==> config.mk <==
export PLATFORM = sky130hd
export DESIGN_NAME = result_post_proc
export DESIGN_NICKNAME = d
export VERILOG_FILES = /design/src/rtl/rpp_pkg.sv /design/src/rtl/rpp_offset.sv /design/src/rtl/rpp_gain.sv /design/src/rtl/rpp_sat.sv /design/src/rtl/result_post_proc.sv
export SDC_FILE = /design/constraint.sdc
export NUM_CORES = 1
export LEC_CHECK = 0
export ABC_AREA = 0
export BUFFER_PORTS_ARGS = -buffer_cell sky130_fd_sc_hd__buf_2
export CORE_AREA = 10 10 195 197
export DETAILED_ROUTE_END_ITERATION = 12
export DIE_AREA = 0 0 205 207
export PLACE_DENSITY_LB_ADDON = 0.3
export SYNTH_ARGS = -nofsm -noshare
export SYNTH_HDL_FRONTEND = slang
export SYNTH_SLANG_ARGS = --single-unit
==> constraint.sdc <==
create_clock -name clk -period 13.1 [get_ports clk]
set_clock_uncertainty 0.1 [all_clocks]
set_input_delay 2.62 -clock clk [delete_from_list [all_inputs] [get_ports clk]]
set_output_delay 2.62 -clock clk [all_outputs]
set_load 0.01 [all_outputs]
==> src/rtl/rpp_pkg.sv <==
// Shared types for the result post-processing pipeline.
package rpp_pkg;
    // Saturation selection carried along with each sample.
    typedef struct packed {
        logic usat;
        logic ssat;
    } satmode_t;
endpackage

==> src/rtl/rpp_offset.sv <==
// Offset stage: picks the lowest-index active slot aimed at the incoming
// channel and adds or subtracts its offset. Assumes the raw value is unsigned.
module rpp_offset
    import rpp_pkg::*;
#(
    parameter int RAW_W = 16,
    parameter int OFS_W = 24,
    parameter int CH_W  = 5,
    parameter int NSLOT = 4,
    parameter int A_W   = 26
) (
    input  logic                    clk,
    input  logic                    rst_n,
    input  logic                    in_valid,
    input  logic [CH_W-1:0]         in_chan,
    input  logic [RAW_W-1:0]        in_raw,
    input  logic [NSLOT*OFS_W-1:0]  slot_val,
    input  logic [NSLOT*CH_W-1:0]   slot_chan,
    input  logic [NSLOT-1:0]        slot_add,
    input  logic [NSLOT-1:0]        slot_usat,
    input  logic [NSLOT-1:0]        slot_ssat,
    output logic                    o_valid,
    output logic [CH_W-1:0]         o_chan,
    output logic signed [A_W-1:0]   o_val,
    output satmode_t                o_mode
);
    logic [NSLOT-1:0]      hit;
    logic                  sel_hit;
    logic                  sel_add;
    logic [OFS_W-1:0]      sel_val;
    satmode_t              sel_mode;
    logic signed [A_W-1:0] raw_ext;
    logic signed [A_W-1:0] ofs_ext;
    logic signed [A_W-1:0] nxt_val;

    // Per-slot match: active offset and channel equality.
    for (genvar g = 0; g < NSLOT; g++) begin : g_hit
        assign hit[g] = (slot_val[g*OFS_W +: OFS_W] != '0) &&
                        (slot_chan[g*CH_W +: CH_W] == in_chan);
    end

    // Priority pick, lowest index last so it wins; then offset arithmetic.
    always_comb begin
        sel_hit  = 1'b0;
        sel_add  = 1'b0;
        sel_val  = '0;
        sel_mode = '0;
        for (int i = NSLOT - 1; i >= 0; i--) begin
            if (hit[i]) begin
                sel_hit       = 1'b1;
                sel_add       = slot_add[i];
                sel_val       = slot_val[i*OFS_W +: OFS_W];
                sel_mode.usat = slot_usat[i];
                sel_mode.ssat = slot_ssat[i];
            end
        end
        raw_ext = signed'({{(A_W-RAW_W){1'b0}}, in_raw});
        ofs_ext = signed'({{(A_W-OFS_W){1'b0}}, sel_val});
        if (!sel_hit)
            nxt_val = raw_ext;
        else if (sel_add)
            nxt_val = raw_ext + ofs_ext;
        else
            nxt_val = raw_ext - ofs_ext;
    end

    // Stage register.
    always_ff @(posedge clk) begin
        if (!rst_n) begin
            o_valid <= 1'b0;
            o_chan  <= '0;
            o_val   <= '0;
            o_mode  <= '0;
        end else begin
            o_valid <= in_valid;
            o_chan  <= in_chan;
            o_val   <= nxt_val;
            o_mode  <= sel_mode;
        end
    end
endmodule

==> src/rtl/rpp_gain.sv <==
// Gain stage: multiplies by coef/2^FRAC with floor rounding when enabled,
// else sign-extends the value. Assumes the coefficient is unsigned.
module rpp_gain
    import rpp_pkg::*;
#(
    parameter int CH_W   = 5,
    parameter int A_W    = 26,
    parameter int G_W    = 28,
    parameter int GAIN_W = 14,
    parameter int FRAC   = 12
) (
    input  logic                  clk,
    input  logic                  rst_n,
    input  logic                  i_valid,
    input  logic [CH_W-1:0]       i_chan,
    input  logic signed [A_W-1:0] i_val,
    input  satmode_t              i_mode,
    input  logic                  gain_en,
    input  logic [GAIN_W-1:0]     gain_coef,
    output logic                  o_valid,
    output logic [CH_W-1:0]       o_chan,
    output logic signed [G_W-1:0] o_val,
    output satmode_t              o_mode
);
    localparam int P_W = A_W + GAIN_W + 1;

    logic signed [P_W-1:0] prod;
    logic signed [P_W-1:0] scaled;
    logic signed [G_W-1:0] nxt_val;

    // Signed product and arithmetic shift (floor) or bypass.
    always_comb begin
        prod    = P_W'(i_val) * signed'({{(P_W-GAIN_W){1'b0}}, gain_coef});
        scaled  = prod >>> FRAC;
        nxt_val = gain_en ? scaled[G_W-1:0] : {{(G_W-A_W){i_val[A_W-1]}}, i_val};
    end

    // Stage register.
    always_ff @(posedge clk) begin
        if (!rst_n) begin
            o_valid <= 1'b0;
            o_chan  <= '0;
            o_val   <= '0;
            o_mode  <= '0;
        end else begin
            o_valid <= i_valid;
            o_chan  <= i_chan;
            o_val   <= nxt_val;
            o_mode  <= i_mode;
        end
    end
endmodule

==> src/rtl/rpp_sat.sv <==
// Clamp stage: signed clamp has precedence over unsigned clamp; with neither
// enabled the low SAT_W bits are kept. Flags whether the result is signed.
module rpp_sat
    import rpp_pkg::*;
#(
    parameter int CH_W  = 5,
    parameter int G_W   = 28,
    parameter int SAT_W = 16
) (
    input  logic                  clk,
    input  logic                  rst_n,
    input  logic                  i_valid,
    input  logic [CH_W-1:0]       i_chan,
    input  logic signed [G_W-1:0] i_val,
    input  satmode_t              i_mode,
    output logic                  o_valid,
    output logic [CH_W-1:0]       o_chan,
    output logic [SAT_W-1:0]      o_val,
    output logic                  o_sx
);
    localparam logic signed [G_W-1:0] SMAX = {{(G_W-SAT_W+1){1'b0}}, {(SAT_W-1){1'b1}}};
    localparam logic signed [G_W-1:0] SMIN = {{(G_W-SAT_W+1){1'b1}}, {(SAT_W-1){1'b0}}};
    localparam logic signed [G_W-1:0] UMAX = {{(G_W-SAT_W){1'b0}}, {SAT_W{1'b1}}};

    logic [SAT_W-1:0] nxt_val;

    // Clamp selection by saturation mode.
    always_comb begin
        nxt_val = i_val[SAT_W-1:0];
        if (i_mode.ssat) begin
            if (i_val > SMAX)      nxt_val = SMAX[SAT_W-1:0];
            else if (i_val < SMIN) nxt_val = SMIN[SAT_W-1:0];
        end else if (i_mode.usat) begin
            if (i_val > UMAX)      nxt_val = UMAX[SAT_W-1:0];
            else if (i_val < 0)    nxt_val = '0;
        end
    end

    // Stage register.
    always_ff @(posedge clk) begin
        if (!rst_n) begin
            o_valid <= 1'b0;
            o_chan  <= '0;
            o_val   <= '0;
            o_sx    <= 1'b0;
        end else begin
            o_valid <= i_valid;
            o_chan  <= i_chan;
            o_val   <= nxt_val;
            o_sx    <= i_mode.ssat;
        end
    end
endmodule

==> src/rtl/result_post_proc.sv <==
// Result post-processing pipeline: offset, gain, clamp, left shift, one
// register per stage (latency 4). Assumes configuration is held stable while
// samples are in flight.
module result_post_proc
    import rpp_pkg::*;
#(
    parameter int RAW_W  = 16,
    parameter int OFS_W  = 24,
    parameter int CH_W   = 5,
    parameter int NSLOT  = 4,
    parameter int GAIN_W = 14,
    parameter int FRAC   = 12,
    parameter int SAT_W  = 16,
    parameter int SH_W   = 4,
    localparam int A_W   = ((RAW_W > OFS_W) ? RAW_W : OFS_W) + 2,
    localparam int G_W   = A_W + 2,
    localparam int RES_W = SAT_W + (1 << SH_W) - 1
) (
    input  logic                   clk,
    input  logic                   rst_n,
    input  logic                   in_valid,
    input  logic [CH_W-1:0]        in_chan,
    input  logic [RAW_W-1:0]       in_raw,
    input  logic [NSLOT*OFS_W-1:0] slot_val,
    input  logic [NSLOT*CH_W-1:0]  slot_chan,
    input  logic [NSLOT-1:0]       slot_add,
    input  logic [NSLOT-1:0]       slot_usat,
    input  logic [NSLOT-1:0]       slot_ssat,
    input  logic                   gain_en,
    input  logic [GAIN_W-1:0]      gain_coef,
    input  logic [SH_W-1:0]        lshift,
    output logic                   out_valid,
    output logic [CH_W-1:0]        out_chan,
    output logic [RES_W-1:0]       out_data
);
    logic                  s1_valid, s2_valid, s3_valid;
    logic [CH_W-1:0]       s1_chan, s2_chan, s3_chan;
    logic signed [A_W-1:0] s1_val;
    logic signed [G_W-1:0] s2_val;
    logic [SAT_W-1:0]      s3_val;
    satmode_t              s1_mode, s2_mode;
    logic                  s3_sx;
    logic [RES_W-1:0]      s3_ext;

    rpp_offset #(.RAW_W(RAW_W), .OFS_W(OFS_W), .CH_W(CH_W), .NSLOT(NSLOT), .A_W(A_W)) u_ofs (
        .clk(clk), .rst_n(rst_n),
        .in_valid(in_valid), .in_chan(in_chan), .in_raw(in_raw),
        .slot_val(slot_val), .slot_chan(slot_chan), .slot_add(slot_add),
        .slot_usat(slot_usat), .slot_ssat(slot_ssat),
        .o_valid(s1_valid), .o_chan(s1_chan), .o_val(s1_val), .o_mode(s1_mode)
    );

    rpp_gain #(.CH_W(CH_W), .A_W(A_W), .G_W(G_W), .GAIN_W(GAIN_W), .FRAC(FRAC)) u_gain (
        .clk(clk), .rst_n(rst_n),
        .i_valid(s1_valid), .i_chan(s1_chan), .i_val(s1_val), .i_mode(s1_mode),
        .gain_en(gain_en), .gain_coef(gain_coef),
        .o_valid(s2_valid), .o_chan(s2_chan), .o_val(s2_val), .o_mode(s2_mode)
    );

    rpp_sat #(.CH_W(CH_W), .G_W(G_W), .SAT_W(SAT_W)) u_sat (
        .clk(clk), .rst_n(rst_n),
        .i_valid(s2_valid), .i_chan(s2_chan), .i_val(s2_val), .i_mode(s2_mode),
        .o_valid(s3_valid), .o_chan(s3_chan), .o_val(s3_val), .o_sx(s3_sx)
    );

    // Widen the clamped value, sign-filled only for signed saturation.
    always_comb begin
        s3_ext = s3_sx ? {{(RES_W-SAT_W){s3_val[SAT_W-1]}}, s3_val}
                       : {{(RES_W-SAT_W){1'b0}}, s3_val};
    end

    // Shift stage register.
    always_ff @(posedge clk) begin
        if (!rst_n) begin
            out_valid <= 1'b0;
            out_chan  <= '0;
            out_data  <= '0;
        end else begin
            out_valid <= s3_valid;
            out_chan  <= s3_chan;
            out_data  <= s3_ext << lshift;
        end
    end
endmodule

==> run_results.csv <==
group,metric,value,unit
pwr,switching_share,0.4974,
grt,antenna_found_initial,0,
pwr,finalPower,3.188,mW
yosys,synthArstFlopShare,0,
yosys,synth_largest_area_cell,"fa_1",
die,die-area,42440,sq um
clock_tree,cts-hold-fix-buffers,0,
yosys,synth_edf_count,0,
clock_tree,clock_sinks,130,
grt,grt_max_degree,58,
pwr,power_density,144.8,nW/um^2
drt,dr_total_vias,16687,
place,portBuffers,207,
setup_path,required,13280,ps
setup_path,start_kind,"primary input",
die,start_util,0.5935,
pwr,p_leak,10.88,nW
drt,wl_met2,27860,um
yosys,synth_top_area_frac,0.3312,
yosys,avgSynthCellArea,8.792,sq um
yosys,syn-num-nets,2931,
sta,max_slew_margin,0.2311,
clock_tree,cts_root_buffer,"clkbuf_16",
outcome,status,"finished clean",
setup_path,critPathKind,"primary input to flop",
layout,drive_gt1_frac,0.1210,
die,die_w,205,um
layout,final_nets,3045,
drt,antenna_left,0,
worst_hold_path,hold_path_class,"flop to flop",
drt,drt-total-wl,57470,um
drt,drc,0,
yosys,netlist_instances,2303,
die,design.core.area,34120,sq um
yosys,yosys-top-cells-area,"fa_1 (33%), dfxtp_1 (13%), and2_1 (8.1%), ha_1 (7.5%), inv_1 (7.1%)",
yosys,synth_commonest_cells,"inv_1 (381), fa_1 (335), and2_1 (262)",
drt,via_per_inst,5.784,
sta,fin_setup_tns,0,ps
clock_tree,clock_latency,430,ps
clock_tree,cts_tree,"done",
die,die-height,207,um
grt,grt_use_total,0.2751,
grt,grt_overflow,0,
drt,drt-initial-drc-count,1146,
sta,setup_violations,0,
pwr,power.switching,1.586,mW
yosys,ys.flop_type,"dfxtp_1",
pwr,p_comb_frac,0.691,
layout,diodes,0,
pwr,vdd_ir_drop_max,0.0002302,V
setup_path,arrival,9170,ps
sta,final_hold_viol_count,0,
drt,drt_pass1_iterations,7,
grt,grt_first_pass_wirelength,93620,um
clock_tree,postCtsResizedCells,0,
yosys,ys_seq_area_frac,0.1285,
sta,period_minus_slack,8985,ps
pwr,clockPowerShare,0.148,
drt,met1_length,21790,um
drt,avgRoutedWirePerCell,19.92,um
place,dp_hpwl,45540,um
clock_tree,clock_path_buffers,2,
yosys,yosysMostFrequentCell,"inv_1",
setup_path,endpoint_kind,"flop",
drt,routed.top_layer,"met4",
clock_tree,cts_buffers,17,
place,place.gp.congestion,0.9558,
die,io-pin-count,208,
sta,fin_crit_sh,0.6859,
pwr,p_int,1.602,mW
yosys,syn_area,20250,sq um
sta,timing.fmax,0.1113,GHz
setup_path,cp_max_fo,26,
pwr,pwr-share-seq,0.161,
layout,syn_to_final_growth,8.731,%
yosys,synth_seq_cells,130,
sta,slew_viol_final,0,
clock_tree,clk_pin_slew,60,ps
grt,grt_pass1_vias,17940,
sta,worst_slew_pin_slew,1153,ps
yosys,yosysUniqueCellTypes,81,
clock_tree,htree_levels,4,
sta,rsz0062_at_grt,"false",
run,drv_cap,0,
yosys,yosys_warnings,0,
die,rows,68,
drt,route.met3.wl,4791,um
clock_tree,postCtsSetupBuffers,0,
-- metal layers --
| metal | vias to the layer above | track usage |
|---|---|---|
| met5 | - | 0 |
| met4 | 0 | 0.1357 |
| met3 | 178 | 0.05836 |
| met2 | 779 | 0.4596 |
| met1 | 8183 | 0.3289 |
| li1 | 7547 | - |
-- stage by stage --
step / area [sq um] / hold slack [ps] / util / cells / worst slack, ps
2_1_floorplan: 20250 / 311.9 / - / 2303 / 4410
3_3_place_gp: 21430 / 313.8 / 0.6280 / 2853 / 3962
3_5_place_dp: 21430 / 316.9 / 0.6280 / 2853 / 3844
4_1_cts: 22020 / 330.4 / 0.6453 / 2885 / 4273
5_1_grt: 22020 / 341.0 / 0.6453 / 2885 / 3859
6_report: 22020 / 331.7 / 0.6453 / 2885 / 4115
-- worst paths after layout --
path / from / slack [ps] / end / cells after the start
max: gain_coef[5] / 4110 / u_gain.o_val[3] / 22
min: u_gain.o_chan[0] / 330 / u_sat.o_chan[0] / 1
max reg2reg: u_ofs.o_val[5] / 5900 / u_gain.o_val[3] / 21
min reg2reg: u_gain.o_chan[0] / 330 / u_sat.o_chan[0] / 1
-- state kept, by name, indices dropped and copies added, names as in the netlist --
| register | flops |
|---|---|
| out_data | 31 |
| u_gain.o_val | 28 |
| u_ofs.o_val | 26 |
| u_sat.o_val | 16 |
| out_chan | 5 |
| u_gain.o_chan | 5 |
| u_ofs.o_chan | 5 |
| u_sat.o_chan | 5 |
| u_gain.o_mode | 2 |
| u_ofs.o_mode | 2 |
| out_valid | 1 |
| u_gain.o_valid | 1 |
| u_ofs.o_valid | 1 |
| u_sat.o_sx | 1 |
| u_sat.o_valid | 1 |
-- critical path, cell delays in order --
cell and delay (ps):
buf_2 290, and2_1 250, fa_1 530, inv_1 60, fa_1 520, inv_1 60
fa_1 510, inv_1 50, fa_1 470, inv_1 50, fa_1 500, fa_1 490
ha_1 320, nand3_1 140, o22ai_1 120, o41ai_1 520, a21boi_0 250, o21ai_0 460
nand2b_1 180, a21oi_1 210, xor2_1 400, o21ai_0 140
-- cell type report --
cell class                      instances  area [sq um]
Clock buffer                           17         425.4
Timing Repair Buffer                  215          1096
Clock inverter                         15         165.2
Sequential cell                       130          2603
Tap cell                              455         569.3
Fill cell                            2811         12100
Inverter                              381          1430
Multi-Input combinational cell       1672         15730
-- logic make-up (layout without fill, tap and decap cells) --
| logic type | Yosys count | in the layout | synth area share |
|---|---|---|---|
| AOI/OAI and AO/OA | 297 | 297 | 0.1065 |
| buffers and inverters | 501 | 628 | 0.09522 |
| xor gates and xnor gates | 65 | 65 | 0.02812 |
| DFF | 130 | 130 | 0.1285 |
| and+or+nand+nor | 778 | 778 | 0.1955 |
| muxes | 75 | 75 | 0.03955 |
| adders and majority gates | 457 | 457 | 0.4066 |
-- cell usage in the layout, fill, tap and decap left out, types with 7 or more instances in the layout --
| cell type | n |
|---|---|
| o221ai_1 | 7 |
| nand3_1 | 30 |
| o211a_1 | 7 |
| a21o_1 | 12 |
| inv_1 | 381 |
| nor3_1 | 19 |
| or3_1 | 7 |
| o31ai_1 | 10 |
| a22o_1 | 17 |
| ha_1 | 122 |
| nor2b_1 | 10 |
| nor2_1 | 143 |
| xnor2_1 | 34 |
| o22ai_1 | 7 |
| nand2_1 | 218 |
| a21oi_1 | 70 |
| nand2b_1 | 9 |
| buf_4 | 8 |
| o21ai_0 | 55 |
| nand4_1 | 16 |
| nor4_1 | 37 |
| buf_2 | 207 |
| fa_1 | 335 |
| and2_1 | 262 |
| clkbuf_16 | 17 |
| dfxtp_1 | 130 |
| o21bai_1 | 7 |
| mux2i_1 | 62 |
| and3_1 | 8 |
| a211oi_1 | 20 |
| xor2_1 | 31 |
| mux2_2 | 10 |
-- power groups by stage --
stage	Sequential, mW	Clock, mW	Combinational, mW
2_1_floorplan	0.481	0	1.59
3_3_place_gp	0.514	0	2.10
3_5_place_dp	0.517	0	2.17
4_1_cts	0.509	0.481	2.18
5_1_grt	0.516	0.497	2.49
6_report	0.512	0.472	2.20
Power figures use the tool's default switching activity.
